**src/rtl/quad_op_reg_pkg.sv**
```systemverilog
package quad_op_reg_pkg;

  typedef enum logic [1:0] {
    OP_KEEP   = 2'b00,
    OP_ZERO   = 2'b01,
    OP_FLIP   = 2'b10,
    OP_ROTATE = 2'b11
  } opCode_e;

  // One-hot update strobes from control to datapath; all low means keep
  typedef struct packed {
    logic load;
    logic zero;
    logic flip;
    logic rotate;
  } regStrobe_t;

endpackage

```
**src/rtl/quad_op_reg_ctrl.sv**
```systemverilog
module quad_op_reg_ctrl
  import quad_op_reg_pkg::*;
(
  input  logic       loadEn,
  input  logic [1:0] modeSel,
  output regStrobe_t strobe
);

  opCode_e opCode;

  assign opCode = opCode_e'(modeSel);

  always_comb begin
    strobe = '0;
    if (loadEn) begin
      strobe.load = 1'b1;
    end else begin
      unique case (opCode)
        OP_KEEP:   strobe = '0;
        OP_ZERO:   strobe.zero = 1'b1;
        OP_FLIP:   strobe.flip = 1'b1;
        OP_ROTATE: strobe.rotate = 1'b1;
        default:   strobe = '0;
      endcase
    end
  end

endmodule

```
**src/rtl/quad_op_reg_datapath.sv**
```systemverilog
module quad_op_reg_datapath
  import quad_op_reg_pkg::*;
#(
  parameter int WIDTH = 4
) (
  input  logic             clk,
  input  logic             rstN,
  input  regStrobe_t       strobe,
  input  logic [WIDTH-1:0] loadData,
  output logic [WIDTH-1:0] regQ
);

  logic [WIDTH-1:0] nextQ;

  // Per-bit next-state selection; the rotate source wraps bit 0 into the top bit
  for (genvar i = 0; i < WIDTH; i++) begin : g_bit
    localparam int SRC = (i == WIDTH - 1) ? 0 : i + 1;

    always_comb begin
      if (strobe.load)        nextQ[i] = loadData[i];
      else if (strobe.zero)   nextQ[i] = 1'b0;
      else if (strobe.flip)   nextQ[i] = ~regQ[i];
      else if (strobe.rotate) nextQ[i] = regQ[SRC];
      else                    nextQ[i] = regQ[i];
    end
  end

  always_ff @(posedge clk or negedge rstN) begin
    if (!rstN) regQ <= '0;
    else       regQ <= nextQ;
  end

endmodule

```
**src/rtl/quad_op_reg.sv**
```systemverilog
module quad_op_reg
  import quad_op_reg_pkg::*;
#(
  parameter int WIDTH = 4
) (
  input  logic             clk,
  input  logic             rstN,
  input  logic [1:0]       modeSel,
  input  logic             loadEn,
  input  logic [WIDTH-1:0] loadData,
  output logic [WIDTH-1:0] regOut
);

  regStrobe_t strobe;

  quad_op_reg_ctrl u_ctrl (
    .loadEn  (loadEn),
    .modeSel (modeSel),
    .strobe  (strobe)
  );

  quad_op_reg_datapath #(.WIDTH(WIDTH)) u_dp (
    .clk      (clk),
    .rstN     (rstN),
    .strobe   (strobe),
    .loadData (loadData),
    .regQ     (regOut)
  );

endmodule

```
**config.mk**
```make
export PLATFORM = sky130hd
export DESIGN_NAME = quad_op_reg
export DESIGN_NICKNAME = d
export VERILOG_FILES = /design/src/rtl/quad_op_reg_pkg.sv /design/src/rtl/quad_op_reg_ctrl.sv /design/src/rtl/quad_op_reg_datapath.sv /design/src/rtl/quad_op_reg.sv
export SDC_FILE = /design/constraint.sdc
export NUM_CORES = 1
export LEC_CHECK = 0
export ABC_AREA = 1
export BUFFER_PORTS_ARGS = -buffer_cell sky130_fd_sc_hd__buf_2
export CORE_AREA = 2 2 39 41
export CTS_BUF_LIST = sky130_fd_sc_hd__clkbuf_4 sky130_fd_sc_hd__clkbuf_8
export DETAILED_ROUTE_END_ITERATION = 7
export DIE_AREA = 0 0 41 43
export PLACE_DENSITY_LB_ADDON = 0.08
export SETUP_SLACK_MARGIN = 0.4
export SYNTH_ARGS = -nofsm -noshare
export SYNTH_HDL_FRONTEND = slang
export SYNTH_SLANG_ARGS = --single-unit
```
**constraint.sdc**
```tcl
create_clock -name clk -period 1.4 [get_ports clk]
set_input_delay 0.07 -clock clk [delete_from_list [all_inputs] [get_ports clk]]
set_output_delay 0.07 -clock clk [all_outputs]
set_load 0.005 [all_outputs]
```
==> summary.md, run 1 <==
| Metric | Value |
|---|---|
| Crit-path cells | nand2_1 -> a21boi_0 -> a21oi_1 |
| Mapped Area | 251 um2 |
| Root buffer cell | clkbuf_4 |
| Main synth FF type | dfrtp_1 |
| Complex-gate fraction of the synthesized area | 19.9% |
| Clock share of power | roughly two fifths |
| Antenna diodes | 0 |
| TritonCTS clock tree | done |
| Via/cell ratio | roughly 4.3 |
| H-Tree Depth | 1 |
| Xor and xnor area share after synthesis | 0% |
| Post-DP HPWL | 541 um |
| Post-synthesis mux area share | 0% |
| Placement-stage cell area | approximately 330 um2 |
| Worst Tran Pin Value | about 0.18 ns |
| Largest family of logic cells by synthesized area | simple AND/OR/NAND/NOR gates |
| Total power | around 0.00035 W |
| Layout fillers | about 170 |
| WHS | around 0.17 ns |
| Cells after Synth | 35 |
| Int Power | about 0.00026 W |
| CP Launch Type | flop |
| Post-CTS Setup Repair Bufs | 0 |
| CORE AREA | roughly 0.0014 mm2 |
| PortBufs | 12 |
| Cell accounting for the most synthesized area | dfrtp_1 |
| Initial antenna violation count | 0 |
| Final slew viol count | 0 |
| Grt ovf | 0 |
| Avg Cell Area, Syn | 7.19 um2 |
| Vias in the first global route | between 200 and 300 |
| WL/cell | between 9 and 10 um |
| Die height | 43 um |
| FMAX | approximately 1.2 GHz |
| Run status | completed |
| Clk_skew | ~0.001 ns |
| FP Rows | 14 |
| Distinct cells, synth | 10 |
| Slowest stage delay, CP | roughly 0.38 ns |
| CP Max Fanout | 4 |
| Num CTS Buffers | 3 |
| Period utilization | 61.3% |
| Crit Path Class | reg2reg |
| Vias | around 290 |
| Hold Crit Class | in2async |
| Fraction of the mapped netlist area in simple logic gates | 35.8% |
| FFs w/ async S/R, synth | 100% |
| Synth area leaders | dfrtp_1 40%, nand2_1 15%, a21boi_0 12%, nand4_1 10%, a21oi_1 8.0% |
| Finished Cell Area | approximately 360 um2 |
| Hold_buf cts | 1 |
| Gate power share | 20.9% |
| CTS clk-pin slew, worst paths | ~0.030 ns |
| Setup TNS | 0 ns |
| First-pass GRT wire length | ~1100 um |
| Slew HR | between 80 and 90% |
| Area share of fa/ha/maj cells after synthesis | 0% |
| Pwr dens | about 970 mW/mm2 |
| Clk Latency, worst-skew pair | ~0.23 ns |
| Yosys warns | 0 |
| Net Sw Frac | a little over a quarter |
| NetSw | 0.0000922 W |
| Unrepaired setup endpoints after global routing | no |
| Largest net degree at the start of global routing | 7 |
| Top cell type's share of synthesized area | roughly two fifths |
| Final hold violation count | 0 |
| Crit end category | flop |
| Final #Nets | 62 |
| Lkg Pwr | roughly 0.18 nW |
| Global Route Usage Sum | 9.49% |
| Flop pwr share | about 41% |
| Data required time of the worst path | ~1.5 ns |
| Seq cells post-synth | 4 |
| Number of flip-flops in the largest register | 4 |
| Io pins | 13 |
| Largest Register | u_dp.regQ |
| DRT iter0 DRCs | 4 |
| Clock tree buffer depth | 2 |
| Post-synthesis sequential area ratio | approximately two fifths |
| Layout cell share with drive strength beyond 1 | around a third |
| Residual DRC count | 0 |
| Worst Reg-to-Reg Cells | 3 |
| Area added between synthesis and finish | 44.8% |
| Min Tclk post-route | ~0.86 ns |
| Number of synthesized flops with an enable pin | 0 |
| Peak supply drop | roughly 0.00033 V |
| Initial core utilization | 18.2% |
| First-pass detailed-route iteration total | 4 |
| Final setup viols | 0 |
| Data arrival, critical path | roughly 0.97 ns |
| Die X | 41 um |
| Antenna viol nets, final | 0 |
| # clock sinks | 4 |
| Largest registers | u_dp.regQ x4 |
| Die area | approximately 0.0018 mm2 |
| Drt total wl | between 600 and 700 um |
| CTS resizes | 0 |
| CP max stage cell | dfrtp_1 |
| Gpl congestion | 0.665 |
| Total of max-cap violations | 0 |
| Synth Net Count | 44 |
| Top-count cell post-synth | nand2_1 |
## power groups by stage
stage,clock (W),combinational [W],sequential (W)
after detailed placement,0,0.0000737,0.000146
after global routing,0.000153,0.0000850,0.000147
after CTS,0.000145,0.0000762,0.000145
after floorplan,0,0.0000329,0.000146
final,0.000135,0.0000742,0.000145
after global placement,0,0.0000744,0.000146
## metal layers
layer  global-route usage, %  share of wire [%]
met3                    2.09                6.7
met5                       0                  0
met1                    11.1                 42
met2                    12.8                 51
met4                    10.0                  0
## cells in the final DEF, fill, tap and decap left out
cell,count
a21oi_1,4
dfrtp_1,4
inv_2,1
inv_1,2
nor2_1,4
buf_2,12
nand2_1,10
dlygate4sd3_1,1
nand4_1,4
nor2_2,1
a21boi_0,4
clkbuf_4,3
nand2_2,1
## worst max-delay path: cells and delay by family (launching register included)
| family | cells | cell delay, ns |
|---|---|---|
| flip-flops | 1 | 0.38 |
| AO/OA/AOI/OAI | 2 | 0.28 |
| AND/OR/NAND/NOR | 1 | 0.07 |
## layout make-up
class                   count  area [um2]  area share, %
multi-input cells          28         140           38.5
clock buffers               3        22.5           6.19
flip-flops and latches      4         100           27.5
well taps                  16        20.0           5.50
inverters                   3        11.3           3.09
repair buffers             13        70.1           19.2
## metrics by stage
step	setup WS, ns	util, %	std cells
final	0.541	26.3	67
after global routing	0.451	26.3	67
after CTS	0.540	26.3	67
after detailed placement	0.547	24.0	63
after global placement	0.563	24.0	63
after floorplan	0.630	-	35
## worst paths after layout
check	start	endpoint	slack, ns
setup reg to reg	u_dp.regQ[3]	u_dp.regQ[3]	0.54
hold / removal	rstN	u_dp.regQ[0]	0.17
hold reg to reg	u_dp.regQ[0]	u_dp.regQ[0]	0.59
min in group clk	modeSel[0]	u_dp.regQ[3]	0.20
setup / recovery	u_dp.regQ[3]	u_dp.regQ[3]	0.54
max in group asynchronous	rstN	u_dp.regQ[1]	1.12
## cells by family (layout without fill, tap and decap cells)
| group | Yosys count | count (layout) |
|---|---|---|
| buf+inv | 3 | 19 |
| flops | 4 | 4 |
| simple gates | 20 | 20 |
| compound gates | 8 | 8 |
(Power assumes the default switching activity.)
==> run 2, diff against run 1 <==
Clock period 1.4 ns to 0.8 ns, I/O delays scaled along.
==> run 2 against run 1 <==
The run now ends with setup timing left. Total power grew 81%. Sequential power is 75% higher. Non-clock buffer count grew 3. Clock power rose by 78%. Clock skew grew 0.0013 ns. Via count shrank 0.70%. Critical endpoint is now regOut[0]. Largest power group unchanged.
==> summary.md, run 2 (synthesis results as in run 1) <==
| Metric | Value |
|---|---|
| Num CTS Buffers | 3 (unchanged) |
| NetSw | 0.000170 W (was 0.0000922 W) |
| Root buffer cell | clkbuf_4 (unchanged) |
| Net Sw Frac | 26.5% (was 26.0%) |
| Int Power | 0.000471 W (was 0.000262 W) |
| Flop pwr share | 39.7% (was 40.8%) |
| TritonCTS clock tree | done (unchanged) |
| Clk_skew | 0.00235 ns (was 0.00100 ns) |
| Vias in the first global route | 262 (was 286) |
| Largest Register | u_dp.regQ (unchanged) |
| Worst Tran Pin Value | 0.136 ns (was 0.180 ns) |
| Io pins | 13 (unchanged) |
| Min Tclk post-route | between 0.8 and 0.9 ns |
| WP buf/inv | 1 (was 0) |
| Final #Nets | 65 (was 62) |
| Clock share of power | 37.5% (was 38.2%) |
| CP max stage cell | dfrtp_1 (unchanged) |
| Util after Layout | 28.2% (was 26.3%) |
| Final Instance Count excl. Fillers | 70 (was 67) |
| Layout cell share with drive strength beyond 1 | 40.7% (was 35.3%) |
| Initial core utilization | 18.2% (unchanged) |
| Slew HR | 90.9% (was 87.9%) |
| FMAX | between 1 and 1.5 GHz |
| Slowest stage delay, CP | 0.40 ns (was 0.38 ns) |
| Die height | 43 um (unchanged) |
| Area added between synthesis and finish | 55.2% (was 44.8%) |
| # clock sinks | 4 (unchanged) |
| Global Route Usage Sum | 9.26% (was 9.49%) |
| Crit-path cells | buf_2 (was nand2_1 -> a21boi_0 -> a21oi_1) |
| Peak supply drop | 0.000726 V (was 0.000326 V) |
| Data arrival, critical path | 0.78 ns (was 0.97 ns) |
| Data required time of the worst path | 0.76 ns (was 1.51 ns) |
| CTS clk-pin slew, worst paths | 0.04 ns (was 0.03 ns) |
| Residual DRC count | 0 (unchanged) |
| WHS | 0.142 ns (was 0.167 ns) |
| Largest net degree at the start of global routing | 7 (unchanged) |
| Clk Latency, worst-skew pair | 0.23 ns (about the same) |
| Post-CTS Setup Repair Bufs | 0 (unchanged) |
| Final setup viols | 4 (was 0) |
| Antenna viol nets, final | 0 (unchanged) |
| DRT iter0 DRCs | 2 (was 4) |
| Gpl congestion | 0.649 (was 0.665) |
| Post-DP HPWL | 542 um (was 541 um) |
| Commonest non-fill, non-tap cells in the layout | 12 x buf_2, 10 x nand2_1 (unchanged) |
| Vias | 284 (was 286) |
| Final WS setup | -0.0150 ns (was 0.541 ns) |
| WL/cell | 9.34 um (was 9.60 um) |
| PortBufs | 12 (unchanged) |
| Die X | 41 um (unchanged) |
| Unrepaired setup endpoints after global routing | yes (was no) |
| H-Tree Depth | 1 (unchanged) |
| Failing checks | setup timing |
| Final slew viol count | 0 (unchanged) |
| Initial antenna violation count | 0 (unchanged) |
| Total of max-cap violations | 0 (unchanged) |
| First-pass detailed-route iteration total | 2 (was 4) |
| Crit-path leading delay family | flip-flops (unchanged) |
| First-pass GRT wire length | 1090 um (was 1080 um) |
| Crit end category | primary output (was flop) |
| Gate power share | 22.8% (was 20.9%) |
| Period utilization | 102% |
| FP Rows | 14 (unchanged) |
| Largest registers | u_dp.regQ x4 (unchanged) |
| Grt ovf | 0 (unchanged) |
| Inst Count DP | 66 (was 63) |
| Run status | finished, violations left (was completed) |
| Number of flip-flops in the largest register | 4 (unchanged) |
| CP Max Fanout | 4 (unchanged) |
| Antenna diodes | 0 (unchanged) |
| CP Launch Type | flop (unchanged) |
| Die area | 0.00176 mm2 (unchanged) |
| Pwr dens | 1640 mW/mm2 (was 973 mW/mm2) |
| Final hold violation count | 0 (unchanged) |
| Lkg Pwr | 0.201 nW (was 0.184 nW) |
| Via/cell ratio | 4.06 (was 4.27) |
| Crit Path Class | reg2out (was reg2reg) |
| Hold Crit Class | in2async (unchanged) |
| Clock tree buffer depth | 2 (unchanged) |
| Drt total wl | 654 um (was 643 um) |
| CORE AREA | 0.00138 mm2 (unchanged) |
| Commonest non-fill, non-tap cell in the layout | buf_2 (unchanged) |
-- run 2: cell types whose count changed in the layout (fill, tap and decap cells not counted) --
cell,delta
a21boi_0,-4
a21boi_1,+3
buf_4,+3
a21boi_2,+1
-- run 2: power groups by stage --
stage                     Combinational, W  Clock, W  Sequential, W
after floorplan                  0.0000604         0       0.000255
after global placement            0.000145         0       0.000254
after detailed placement          0.000142         0       0.000256
after CTS                         0.000147  0.000257       0.000253
after global routing              0.000163  0.000289       0.000257
final                             0.000146  0.000240       0.000254
-- run 2: final cells by class --
| cell class | count | area (um2) |
|---|---|---|
| Timing Repair Buffer | 16 | 92.6 |
| Tap cell | 16 | 20.0 |
| Clock buffer | 3 | 22.5 |
| Fill cell | 161 | 993 |
| Multi-Input combinational cell | 28 | 144 |
| Inverter | 3 | 11.3 |
| Sequential cell | 4 | 100 |
-- run 2: final timing paths --
path                              start            to  slack [ns]  depth (start not counted)
max reg2reg                u_dp.regQ[1]  u_dp.regQ[1]        0.03                          3
max in group asynchronous          rstN  u_dp.regQ[3]        0.54                          2
min                                rstN  u_dp.regQ[1]        0.14                          2
max                        u_dp.regQ[0]     regOut[0]       -0.02                          1
min in group clk             modeSel[0]  u_dp.regQ[1]        0.18                          4
min reg2reg                u_dp.regQ[3]  u_dp.regQ[3]        0.60                          2
-- run 2: per-layer routing --
layer / track usage (%) / vias up / wire, um / part of all wire, %
li1: - / 158 / - / -
met1: 12.3 / 120 / 282 / 43
met2: 12.2 / 6 / 327 / 50
met3: 1.57 / 0 / 45 / 6.9
met4: 8.00 / 0 / 0 / 0
met5: 0 / - / 0 / 0
-- run 2: through the flow --
| stage | setup WS [ns] | TNS [ns] | total power [W] | instance area [um2] |
|---|---|---|---|---|
| global placement | 0.0122 | 0 | 0.000399 | 354 |
| detailed placement | 0.0386 | 0 | 0.000398 | 354 |
| finish | -0.0150 | -0.0274 | 0.000641 | 390 |
| CTS | -0.0287 | -0.0739 | 0.000657 | 387 |
| floorplan | 0.0781 | 0 | 0.000315 | 251 |
| global route | -0.0555 | -0.301 | 0.000710 | 390 |
-- run 2: what timing repair did --
item / 4_1_cts / 5_1_grt
gates resized for setup: 0 / 1
hold buffers: 1 / 0
setup endpoints to repair: 8 / 8
pin swaps: 3 / 1
hold endpoints to repair: 4 / 0
